`config.mk`:
```
export PLATFORM = sky130hd
export DESIGN_NAME = backporch_offset_trim
export DESIGN_NICKNAME = d
export VERILOG_FILES = /design/src/rtl/bpo_pkg.sv /design/src/rtl/bpo_window.sv /design/src/rtl/bpo_rate_gate.sv /design/src/rtl/bpo_step.sv /design/src/rtl/backporch_offset_trim.sv
export SDC_FILE = /design/constraint.sdc
export NUM_CORES = 1
export LEC_CHECK = 0
export BUFFER_PORTS_ARGS = -buffer_cell sky130_fd_sc_hd__buf_4
export CAP_MARGIN = 10
export CORE_ASPECT_RATIO = 1.25
export CORE_MARGIN = 4
export CORE_UTILIZATION = 45
export CTS_BUF_LIST = sky130_fd_sc_hd__clkbuf_8
export DETAILED_ROUTE_END_ITERATION = 10
export SYNTH_ARGS = -nofsm -noshare
export SYNTH_HDL_FRONTEND = slang
export SYNTH_SLANG_ARGS = --single-unit
```
`constraint.sdc`:
```
create_clock -name clk -period 5.9 [get_ports clk]
set_clock_uncertainty 0.15 [all_clocks]
set_input_delay 1.18 -clock clk [delete_from_list [all_inputs] [get_ports clk]]
set_output_delay 1.18 -clock clk [all_outputs]
set_load 0.05 [all_outputs]
```
`src/rtl/bpo_pkg.sv`:
```
package bpo_pkg;

  typedef enum logic [1:0] {
    RATE_EVERY_1   = 2'b00,
    RATE_EVERY_16  = 2'b01,
    RATE_EVERY_64  = 2'b10,
    RATE_EVERY_192 = 2'b11
  } rate_e;

  typedef enum logic [1:0] {
    STEP_NONE = 2'b00,
    STEP_UP   = 2'b01,
    STEP_DOWN = 2'b10
  } step_e;

  localparam int unsigned EVT_W = 8;

  // last event index of a rate period (period minus one)
  function automatic logic [EVT_W-1:0] rate_last(input rate_e sel);
    case (sel)
      RATE_EVERY_1:   return EVT_W'(0);
      RATE_EVERY_16:  return EVT_W'(15);
      RATE_EVERY_64:  return EVT_W'(63);
      default:        return EVT_W'(191);
    endcase
  endfunction

endpackage

```
`src/rtl/bpo_window.sv`:
```
module bpo_window #(
  parameter int unsigned DATA_W  = 10,
  parameter int unsigned WIN_LEN = 16
) (
  input  logic              clk,
  input  logic              rst_n,
  input  logic              clamp_i,
  input  logic [DATA_W-1:0] sample_i,
  output logic              start_o,
  output logic              abort_o,
  output logic              done_o,
  output logic [DATA_W-1:0] avg_o
);
  localparam int unsigned CNT_W = $clog2(WIN_LEN);
  localparam int unsigned SUM_W = DATA_W + CNT_W;
  localparam logic [CNT_W-1:0] LAST = CNT_W'(WIN_LEN - 1);

  logic              clamp_q;
  logic              active_q;
  logic [CNT_W-1:0]  cnt_q;
  logic [SUM_W-1:0]  acc_q;
  logic [SUM_W-1:0]  sum_q;
  logic              done_q;
  logic [SUM_W-1:0]  acc_next;

  assign start_o  = clamp_q & ~clamp_i;
  assign abort_o  = active_q & clamp_i;
  assign acc_next = acc_q + SUM_W'(sample_i);

  always_ff @(posedge clk) begin
    if (!rst_n) begin
      clamp_q  <= 1'b0;
      active_q <= 1'b0;
      cnt_q    <= '0;
      acc_q    <= '0;
      sum_q    <= '0;
      done_q   <= 1'b0;
    end else begin
      clamp_q <= clamp_i;
      done_q  <= 1'b0;
      if (start_o) begin
        active_q <= 1'b1;
        cnt_q    <= CNT_W'(1);
        acc_q    <= SUM_W'(sample_i);
      end else if (abort_o) begin
        active_q <= 1'b0;
      end else if (active_q) begin
        acc_q <= acc_next;
        if (cnt_q == LAST) begin
          active_q <= 1'b0;
          done_q   <= 1'b1;
          sum_q    <= acc_next;
        end else begin
          cnt_q <= cnt_q + CNT_W'(1);
        end
      end
    end
  end

  assign done_o = done_q;
  assign avg_o  = sum_q[SUM_W-1:CNT_W];

  AST_ABORT_NO_DONE: assert property (@(posedge clk) disable iff (!rst_n)
    abort_o |=> !done_o);
  AST_DONE_FROM_RUN: assert property (@(posedge clk) disable iff (!rst_n)
    done_o |-> ($past(active_q) && !$past(clamp_i)));

endmodule

```
`src/rtl/bpo_rate_gate.sv`:
```
module bpo_rate_gate
  import bpo_pkg::*;
(
  input  logic       clk,
  input  logic       rst_n,
  input  logic       start_i,
  input  logic [1:0] rate_i,
  output logic       apply_o
);
  logic [EVT_W-1:0] evt_q;
  logic [EVT_W-1:0] last;
  logic             wrap;

  assign last = rate_last(rate_e'(rate_i));
  assign wrap = (evt_q >= last);

  always_ff @(posedge clk) begin
    if (!rst_n) begin
      evt_q   <= '0;
      apply_o <= 1'b0;
    end else if (start_i) begin
      apply_o <= wrap;
      evt_q   <= wrap ? '0 : evt_q + EVT_W'(1);
    end
  end

  AST_RATE_EVERY: assert property (@(posedge clk) disable iff (!rst_n)
    (start_i && rate_i == 2'b00) |=> apply_o);

endmodule

```
`src/rtl/bpo_step.sv`:
```
module bpo_step
  import bpo_pkg::*;
#(
  parameter int unsigned DATA_W = 10,
  parameter int unsigned TGT_W  = 11,
  parameter int unsigned CORR_W = 9
) (
  input  logic                     clk,
  input  logic                     rst_n,
  input  logic                     done_i,
  input  logic [DATA_W-1:0]        avg_i,
  input  logic signed [TGT_W-1:0]  target_i,
  input  logic                     apply_i,
  input  logic                     auto_en_i,
  input  logic                     hold_i,
  output logic signed [CORR_W-1:0] corr_o,
  output logic                     take_o
);
  localparam int unsigned ERR_W = TGT_W + 1;
  localparam logic signed [CORR_W-1:0] CMAX = CORR_W'((1 << (CORR_W - 1)) - 1);
  localparam logic signed [CORR_W-1:0] CMIN = -CMAX;

  function automatic logic signed [ERR_W-1:0] calc_err(
      input logic signed [TGT_W-1:0] tgt, input logic [DATA_W-1:0] avg);
    return ERR_W'(tgt) - $signed(ERR_W'(avg));
  endfunction

  function automatic step_e calc_step(input logic signed [ERR_W-1:0] e);
    if (e > ERR_W'(1))       return STEP_UP;
    else if (e < -ERR_W'(1)) return STEP_DOWN;
    else                     return STEP_NONE;
  endfunction

  logic signed [CORR_W-1:0] corr_q;
  logic                     once_q;
  logic signed [ERR_W-1:0]  err;
  step_e                    dir;

  assign err    = calc_err(target_i, avg_i);
  assign dir    = calc_step(err);
  assign take_o = done_i & apply_i & auto_en_i & (target_i != '0) & ~(hold_i & once_q);

  always_ff @(posedge clk) begin
    if (!rst_n) begin
      corr_q <= '0;
      once_q <= 1'b0;
    end else begin
      once_q <= auto_en_i & hold_i & (once_q | take_o);
      if (take_o) begin
        if (dir == STEP_UP && corr_q != CMAX)        corr_q <= corr_q + CORR_W'(1);
        else if (dir == STEP_DOWN && corr_q != CMIN) corr_q <= corr_q - CORR_W'(1);
      end
    end
  end

  assign corr_o = corr_q;

  AST_CORR_BOUND: assert property (@(posedge clk) disable iff (!rst_n)
    (corr_q <= CMAX) && (corr_q >= CMIN));
  AST_UNIT_STEP: assert property (@(posedge clk) disable iff (!rst_n)
    (corr_q != $past(corr_q)) |-> ((corr_q - $past(corr_q) == CORR_W'(1)) ||
                                   ($past(corr_q) - corr_q == CORR_W'(1))));
  AST_ZERO_TARGET: assert property (@(posedge clk) disable iff (!rst_n)
    (done_i && target_i == '0) |=> $stable(corr_q));
  AST_HOLD_FREEZE: assert property (@(posedge clk) disable iff (!rst_n)
    (hold_i && once_q) |=> $stable(corr_q));

endmodule

```
`src/rtl/backporch_offset_trim.sv`:
```
module backporch_offset_trim #(
  parameter int unsigned DATA_W  = 10,
  parameter int unsigned TGT_W   = 11,
  parameter int unsigned CORR_W  = 9,
  parameter int unsigned WIN_LEN = 16
) (
  input  logic              clk,
  input  logic              rst_n,
  input  logic              auto_en_i,
  input  logic              hold_i,
  input  logic [1:0]        rate_i,
  input  logic [TGT_W-1:0]  target_i,
  input  logic [CORR_W-1:0] manual_i,
  input  logic [DATA_W-1:0] sample_i,
  input  logic              clamp_i,
  output logic [CORR_W-1:0] offset_o
);
  logic                     win_start;
  logic                     win_abort;
  logic                     win_done;
  logic [DATA_W-1:0]        win_avg;
  logic                     rate_apply;
  logic signed [CORR_W-1:0] learned;
  logic                     upd_take;

  bpo_window #(.DATA_W(DATA_W), .WIN_LEN(WIN_LEN)) u_window (
    .clk(clk), .rst_n(rst_n), .clamp_i(clamp_i), .sample_i(sample_i),
    .start_o(win_start), .abort_o(win_abort), .done_o(win_done), .avg_o(win_avg)
  );

  bpo_rate_gate u_rate (
    .clk(clk), .rst_n(rst_n), .start_i(win_start), .rate_i(rate_i), .apply_o(rate_apply)
  );

  bpo_step #(.DATA_W(DATA_W), .TGT_W(TGT_W), .CORR_W(CORR_W)) u_step (
    .clk(clk), .rst_n(rst_n), .done_i(win_done), .avg_i(win_avg),
    .target_i($signed(target_i)), .apply_i(rate_apply), .auto_en_i(auto_en_i),
    .hold_i(hold_i), .corr_o(learned), .take_o(upd_take)
  );

  assign offset_o = auto_en_i ? learned : manual_i;

  AST_MANUAL_KEEPS: assert property (@(posedge clk) disable iff (!rst_n)
    !auto_en_i |=> $stable(learned));
  AST_NO_TAKE_ON_ABORT: assert property (@(posedge clk) disable iff (!rst_n)
    win_abort |=> !upd_take);

endmodule

```
==> run_results.csv, run 1 <==
group,metric,value,unit
logic_synthesis,synth_async_sr_flop_share,0,%
die,die_x,90.31,µm
logic_synthesis,synth_edf_count,0,
cells_and_area,nets,575,
clocking,hold_buffers,0,
timing,max_slew.worst_pin.slew,862.4,ps
clocking,clk_path_buf_depth,2,
route,wire_per_inst,15.23,µm
cells_and_area,post_route_cells_drive_above_1_share,16.20,%
clocking,tritoncts.num_buffers,5,
worst_hold_path,min-delay-path-class,"flip-flop to flip-flop",
die,die_h,110.9,µm
timing,tns,0,ps
logic_synthesis,post-synth-top-area-cell,"sky130_fd_sc_hd__dfxtp_1",
die,top_level_pins,46,
global_route,via_count_of_the_first_global_routing_pass,3315,
pwr,power_per_cell_area,176.5,nW/µm²
global_route,maximum_number_of_pins_on_one_net_before_global_route_repair,28,
clocking,cts_tree,"built",
worst_setup_path,criticalPathCategory,"primary input to flip-flop",
logic_synthesis,post_synth_net_total,535,
route,drc,0,
cells_and_area,commonest_cells_after_routing_fill_and_taps_aside,"sky130_fd_sc_hd__dfxtp_1, sky130_fd_sc_hd__buf_4, sky130_fd_sc_hd__nand2_1",
timing,hold_viol_final,0,
timing,final-max-slew-violation-count,0,
status,run_status,"completed",
die,rows,37,
clocking,postCtsSetupBuffers,0,
worst_setup_path,timing.critical_path.to_type,"flip-flop",
clocking,sinks_on_clock_net,50,
timing,grt_setup_unrepaired,"false",
logic_synthesis,yosys-top-cells-area,"sky130_fd_sc_hd__dfxtp_1, sky130_fd_sc_hd__ha_1, sky130_fd_sc_hd__a21oi_1, sky130_fd_sc_hd__xnor2_1, sky130_fd_sc_hd__nand2_1",
cells_and_area,finalNonFillerCells,597,
route,met3_wire_len,298,µm
route,dr.max_layer_used,"met4",
logic_synthesis,synthesis.area,3811,µm²
global_route,track_usage,18.25,%
worst_setup_path,worstPathRequired,5930,ps
job,cap_viol_max_count,0,
die,coreArea,8240,µm²
clocking,clkLatencyLatePin,300,ps
route,route.layer.met1.wl,4221,µm
timing,fmax,192.1,MHz
logic_synthesis,post_synth_inst_count,459,
logic_synthesis,yosys_register_bits,50,
clocking,total_of_cells_resized_after_clock_tree_synthesis,0,
route,routed_wirelength,9092,µm
cells_and_area,insertedDiodeCount,0,
timing,period_share,88.25,%
worst_setup_path,critPathMaxFanout,8,
worst_setup_path,timing.critical_path.from_type,"primary input",
route,via_count,3454,
logic_synthesis,synth-warning-count,0,
logic_synthesis,ys_types,64,
route,met2_wirelength,4479,µm
logic_synthesis,synth.yosys.seq_area_share,26.26,%
route,detail_route.iter0.violations,151,
global_route,antenna_violations_before_repair,0,
clocking,h-tree-depth,2,
cells_and_area,flow.area_growth_from_synthesis,13.72,%
placed_design,port_buffer_cells,45,
route,antenna_violating_nets_post_route,0,
global_route,grt_first_pass_wirelength,15530,µm
cells_and_area,mostFrequentLayoutCell,"sky130_fd_sc_hd__dfxtp_1",
worst_setup_path,arrival,5240,ps
pwr,leakage,0.001799,µW
die,fp.dieArea,10010,µm²
logic_synthesis,synthFlopType,"sky130_fd_sc_hd__dfxtp_1",
global_route,overflow_left_after_global_routing,0,
route,first_pass_iters,7,
pwr,vdd_drop_max,0.1397,mV
placed_design,post-place-cells,589,
logic_synthesis,synth_area_per_cell,8.303,µm²
timing,finalWorstPathRequiredPeriod,5207,ps
timing,setup_viol,0,
die,floorplan.initialDensity,46.25,%
clocking,clockRootBuffer,"sky130_fd_sc_hd__clkbuf_8",
placed_design,gp_congestion,0.8252,
logic_synthesis,synth_top_area_share,26.26,%
timing,slew_headroom,42.15,%
clocking,clk_pin_slew,100,ps
placed_design,dp_hpwl,6982,µm
route,via_per_inst,5.786,
-- critical path, cell delays in order --
cell	delay (ps)
sky130_fd_sc_hd__buf_4	110
sky130_fd_sc_hd__inv_1	50
sky130_fd_sc_hd__ha_1	170
sky130_fd_sc_hd__inv_1	60
sky130_fd_sc_hd__fa_1	400
sky130_fd_sc_hd__a21o_1	210
sky130_fd_sc_hd__a221oi_4	330
sky130_fd_sc_hd__xor2_1	300
sky130_fd_sc_hd__nand4b_1	210
sky130_fd_sc_hd__o41ai_4	290
sky130_fd_sc_hd__inv_2	150
sky130_fd_sc_hd__fa_1	410
sky130_fd_sc_hd__nor2b_1	160
sky130_fd_sc_hd__o21ai_0	110
sky130_fd_sc_hd__a21boi_0	240
sky130_fd_sc_hd__o21ai_0	140
sky130_fd_sc_hd__a21oi_1	320
sky130_fd_sc_hd__nor3_1	100
sky130_fd_sc_hd__mux2i_1	170
sky130_fd_sc_hd__o2111ai_1	120
-- synth_stat cells, drive strengths merged, types with 7 or more instances --
| master | count |
|---|---|
| inv | 29 |
| mux2 | 9 |
| a21o | 14 |
| a21oi | 38 |
| nor4 | 7 |
| nor3 | 9 |
| ha | 36 |
| xnor2 | 17 |
| nor2 | 26 |
| nand2 | 40 |
| nand3 | 19 |
| and2 | 7 |
| o21ai | 23 |
| a211oi | 8 |
| o211ai | 8 |
| clkbuf | 12 |
| nand2b | 8 |
| nor2b | 13 |
| nand4 | 8 |
| dfxtp | 50 |
| xor2 | 14 |
-- logic make-up (layout without fill, tap and decap cells) --
kind of cell,Yosys count,count (layout),share of synthesized area [%]
AO/OA/AOI/OAI,129,129,24.52
XOR/XNOR,31,31,7.124
adder cells (fa/ha/maj),39,39,13.39
buffers and inverters,45,86,4.858
flip-flops,50,50,26.26
multiplexers,12,12,3.447
AND/OR/NAND/NOR,153,153,20.39
-- final timing paths --
check | startpoint | end | slack, ps | cells after the start
worst max-delay path | target_i[0] | u_step.corr_o[8] | 690 | 20
worst min-delay path | u_window.sum_q[10] | u_window.sum_q[10] | 310 | 2
worst max register to register | u_window.sum_q[4] | u_step.corr_o[8] | 1370 | 18
worst min register to register | u_window.sum_q[10] | u_window.sum_q[10] | 310 | 2
-- routing by layer --
layer | vias up | GRT usage, %
met5 | - | 0
met4 | 0 | 4.597
met3 | 8 | 2.308
met2 | 60 | 31.51
met1 | 1626 | 24.01
li1 | 1760 | -
-- metrics by stage --
stage          instance area, µm²  hold WS (ps)  utilization, %  total power [µW]  worst slack, ps
2_1_floorplan                3811         281.9               -             473.9            765.5
3_3_place_gp                 4220         290.4           51.21             523.6            545.2
3_5_place_dp                 4220         297.8           51.21             525.8            400.6
4_1_cts                      4334         309.5           52.60             772.1            723.5
5_1_grt                      4334         335.2           52.60             803.6            295.8
6_report                     4334         305.6           52.60             765.1            693.5
-- report_power, final --
group	leakage [µW]	switching [µW]	internal, µW	total (µW)
registers	0.000405	5.67	343	349
logic	0.00134	97.2	72.8	170
clock network	0.0000504	120	126	246
total	0.00180	223	542	765
-- area by class of cell --
type                       count  area (µm²)
multi-input combinational    364        2625
inverter                      30       112.6
clock buffer                   5       68.82
sequential                    50        1001
fill                         819        3906
timing repair buffer          48       360.3
clock inverter                 3       45.04
tap                           97       121.4
-- state kept, by name, summed over array words and instances, names as in the netlist --
register,cells
u_window.clamp_q,1
u_window.active_q,1
u_window.acc_q,14
u_window.sum_q,10
u_window.cnt_q,4
u_step.once_q,1
u_step.corr_o,9
u_rate.evt_q,8
u_rate.apply_o,1
u_window.done_o,1
Power figures use the tool's default switching activity.
==> inputs of run 2 (changes only) <==
Settings changed: RECOVER_POWER set to 25.
==> run 2 against run 1 <==
  * Setup slack lost 11 ps
  * First-iteration DRC count grew 2.6%
  * Combinational power is essentially flat
  * Sequential cell count is the same
  * Total power shrank 0.18%
  * Cell count is the same
  * Fmax shrank 0.21%
  * Count of clock-buffer cells in the layout is the same
  * Register-to-register slack lost 20 ps
  * Worst hold slack is essentially flat
  * Global-route usage is the same
  * Design area shrank 0.29%
==> run_results.csv, run 2 (synthesized netlist as in run 1, its figures left out) <==
group,metric,value,unit
route,met3_wire_len,327,µm
clocking,sinks_on_clock_net,50,
clocking,tritoncts.num_buffers,5,
route,met2_wirelength,4445,µm
clocking,h-tree-depth,2,
route,detail_route.iter0.violations,155,
route,wire_per_inst,15.15,µm
cells_and_area,flow.area_growth_from_synthesis,13.39,%
worst_setup_path,timing.critical_path.from_type,"primary input",
placed_design,dp_hpwl,6982,µm
route,route.layer.met1.wl,4187,µm
worst_setup_path,arrival,5250,ps
cells_and_area,postLayoutCoreUtil,52.44,%
timing,fmax,191.7,MHz
clocking,clockRootBuffer,"sky130_fd_sc_hd__clkbuf_8",
die,die_h,110.9,µm
route,first_pass_iters,6,
timing,finalWorstPathRequiredPeriod,5217,ps
pwr,power_per_cell_area,176.7,nW/µm²
clocking,clk_pin_slew,100,ps
worst_setup_path,timing.critical_path.cells,"buf_4 -> inv_1 -> ha_1 -> inv_1 -> fa_1 -> a21o_1 -> a221oi_4 -> xor2_1 -> nand4b_1 -> o41ai_4 -> inv_2 -> fa_1 -> nor2b_1 -> o21ai_0 -> a21boi_0 -> o21ai_0 -> a21oi_1 -> nor3_1 -> mux2i_1 -> o2111ai_1",
clocking,postCtsSetupBuffers,0,
clocking,clk_path_buf_depth,2,
cells_and_area,post_route_cells_drive_above_1_share,15.60,%
timing,fin_hold_ws,305.6,ps
global_route,grt_first_pass_wirelength,15530,µm
die,rows,37,
route,via_count,3443,
die,top_level_pins,46,
worst_setup_path,worstPathRequired,5930,ps
route,routed_wirelength,9047,µm
global_route,track_usage,18.25,%
status,run_status,"completed",
route,antenna_violating_nets_post_route,0,
cells_and_area,registers.top_by_ff_count,"u_window.acc_q",
global_route,overflow_left_after_global_routing,0,
die,floorplan.initialDensity,46.25,%
worst_hold_path,hold_path_depth,2,
timing,hold_viol_final,0,
pwr,leakage,0.001790,µW
timing,tns,0,ps
clocking,cts_tree,"built",
route,drc,0,
die,fp.dieArea,10010,µm²
timing,slew_headroom,24.14,%
cells_and_area,largest_register_ffs,14,
worst_setup_path,critPathMaxStageDelay,420,ps
placed_design,gp_congestion,0.8252,
global_route,via_count_of_the_first_global_routing_pass,3315,
cells_and_area,nets,575,
worst_setup_path,criticalPathCategory,"primary input to flip-flop",
cells_and_area,commonest_cells_after_routing_fill_and_taps_aside,"sky130_fd_sc_hd__dfxtp_1, sky130_fd_sc_hd__buf_4, sky130_fd_sc_hd__nand2_1",
placed_design,port_buffer_cells,45,
worst_setup_path,critPathMaxFanout,8,
timing,period_share,88.43,%
clocking,clkLatencyLatePin,300,ps
route,dr.max_layer_used,"met4",
pwr,vdd_drop_max,0.1392,mV
timing,max_slew.worst_pin.slew,1131,ps
timing,grt_setup_unrepaired,"false",
die,die_x,90.31,µm
die,coreArea,8240,µm²
cells_and_area,fillCellCount,821,
clocking,hold_buffers,0,
worst_setup_path,worst_r2r_path_depth,18,
worst_setup_path,timing.critical_path.to_type,"flip-flop",
global_route,antenna_violations_before_repair,0,
job,cap_viol_max_count,0,
worst_setup_path,crit_slowest_cell,"sky130_fd_sc_hd__fa_1",
clocking,total_of_cells_resized_after_clock_tree_synthesis,0,
worst_hold_path,min-delay-path-class,"flip-flop to flip-flop",
timing,final-max-slew-violation-count,0,
route,via_per_inst,5.767,
cells_and_area,insertedDiodeCount,0,
timing,setup_viol,0,
cells_and_area,mostFrequentLayoutCell,"sky130_fd_sc_hd__dfxtp_1",
global_route,maximum_number_of_pins_on_one_net_before_global_route_repair,28,
## run 2: changes by cell type in the layout (fill, tap and decap cells not counted), sizes merged
cell	delta
clkbuf	+2
buf	-2
## run 2: layout make-up
cell class / count / area (µm²) / share of cell area, %
clock buffer: 5 / 68.82 / 1.592
clock inverter: 3 / 45.04 / 1.042
inverter: 30 / 112.6 / 2.606
multi-input combinational: 364 / 2620 / 60.63
sequential: 50 / 1001 / 23.16
tap: 97 / 121.4 / 2.808
timing repair buffer: 48 / 352.8 / 8.164
## run 2: routing by layer
metal | GRT usage (%) | vias to the layer above
li1 | - | 1762
met1 | 24.01 | 1606
met2 | 31.51 | 69
met3 | 2.308 | 6
met4 | 4.597 | 0
met5 | 0 | -
## run 2: power by group
| group | switching, µW | leakage (µW) | internal (µW) |
|---|---|---|---|
| sequential | 5.56 | 0.000405 | 343 |
| combinational | 97.0 | 0.00134 | 72.2 |
| clock | 119 | 0.0000504 | 126 |
## run 2: critical path: cells and delay by family
kind                     cells  cell delay [ps]
adder cells (fa/ha/maj)      3              990
multiplexers                 1              170
AO/OA/AOI/OAI                8             1770
XOR/XNOR                     1              300
buffers and inverters        4              370
AND/OR/NAND/NOR              3              480
## run 2: stage by stage
step                      worst slack (ps)  area [µm²]  total power (µW)  instances
after floorplan                      765.5        3811             473.9        459
after global placement               545.2        4220             523.6        589
after detailed placement             400.6        4220             525.8        589
after CTS                            723.5        4334             772.1        597
after global routing                 295.8        4322             802.9        597
final                                682.6        4322             763.7        597
## run 2: worst paths after layout
| kind | from | to | slack, ps |
|---|---|---|---|
| setup / recovery | target_i[0] | u_step.corr_o[8] | 680 |
| hold / removal | u_window.sum_q[10] | u_window.sum_q[10] | 310 |
| setup reg to reg | u_window.sum_q[4] | u_step.corr_o[8] | 1350 |
| hold reg to reg | u_window.sum_q[10] | u_window.sum_q[10] | 310 |
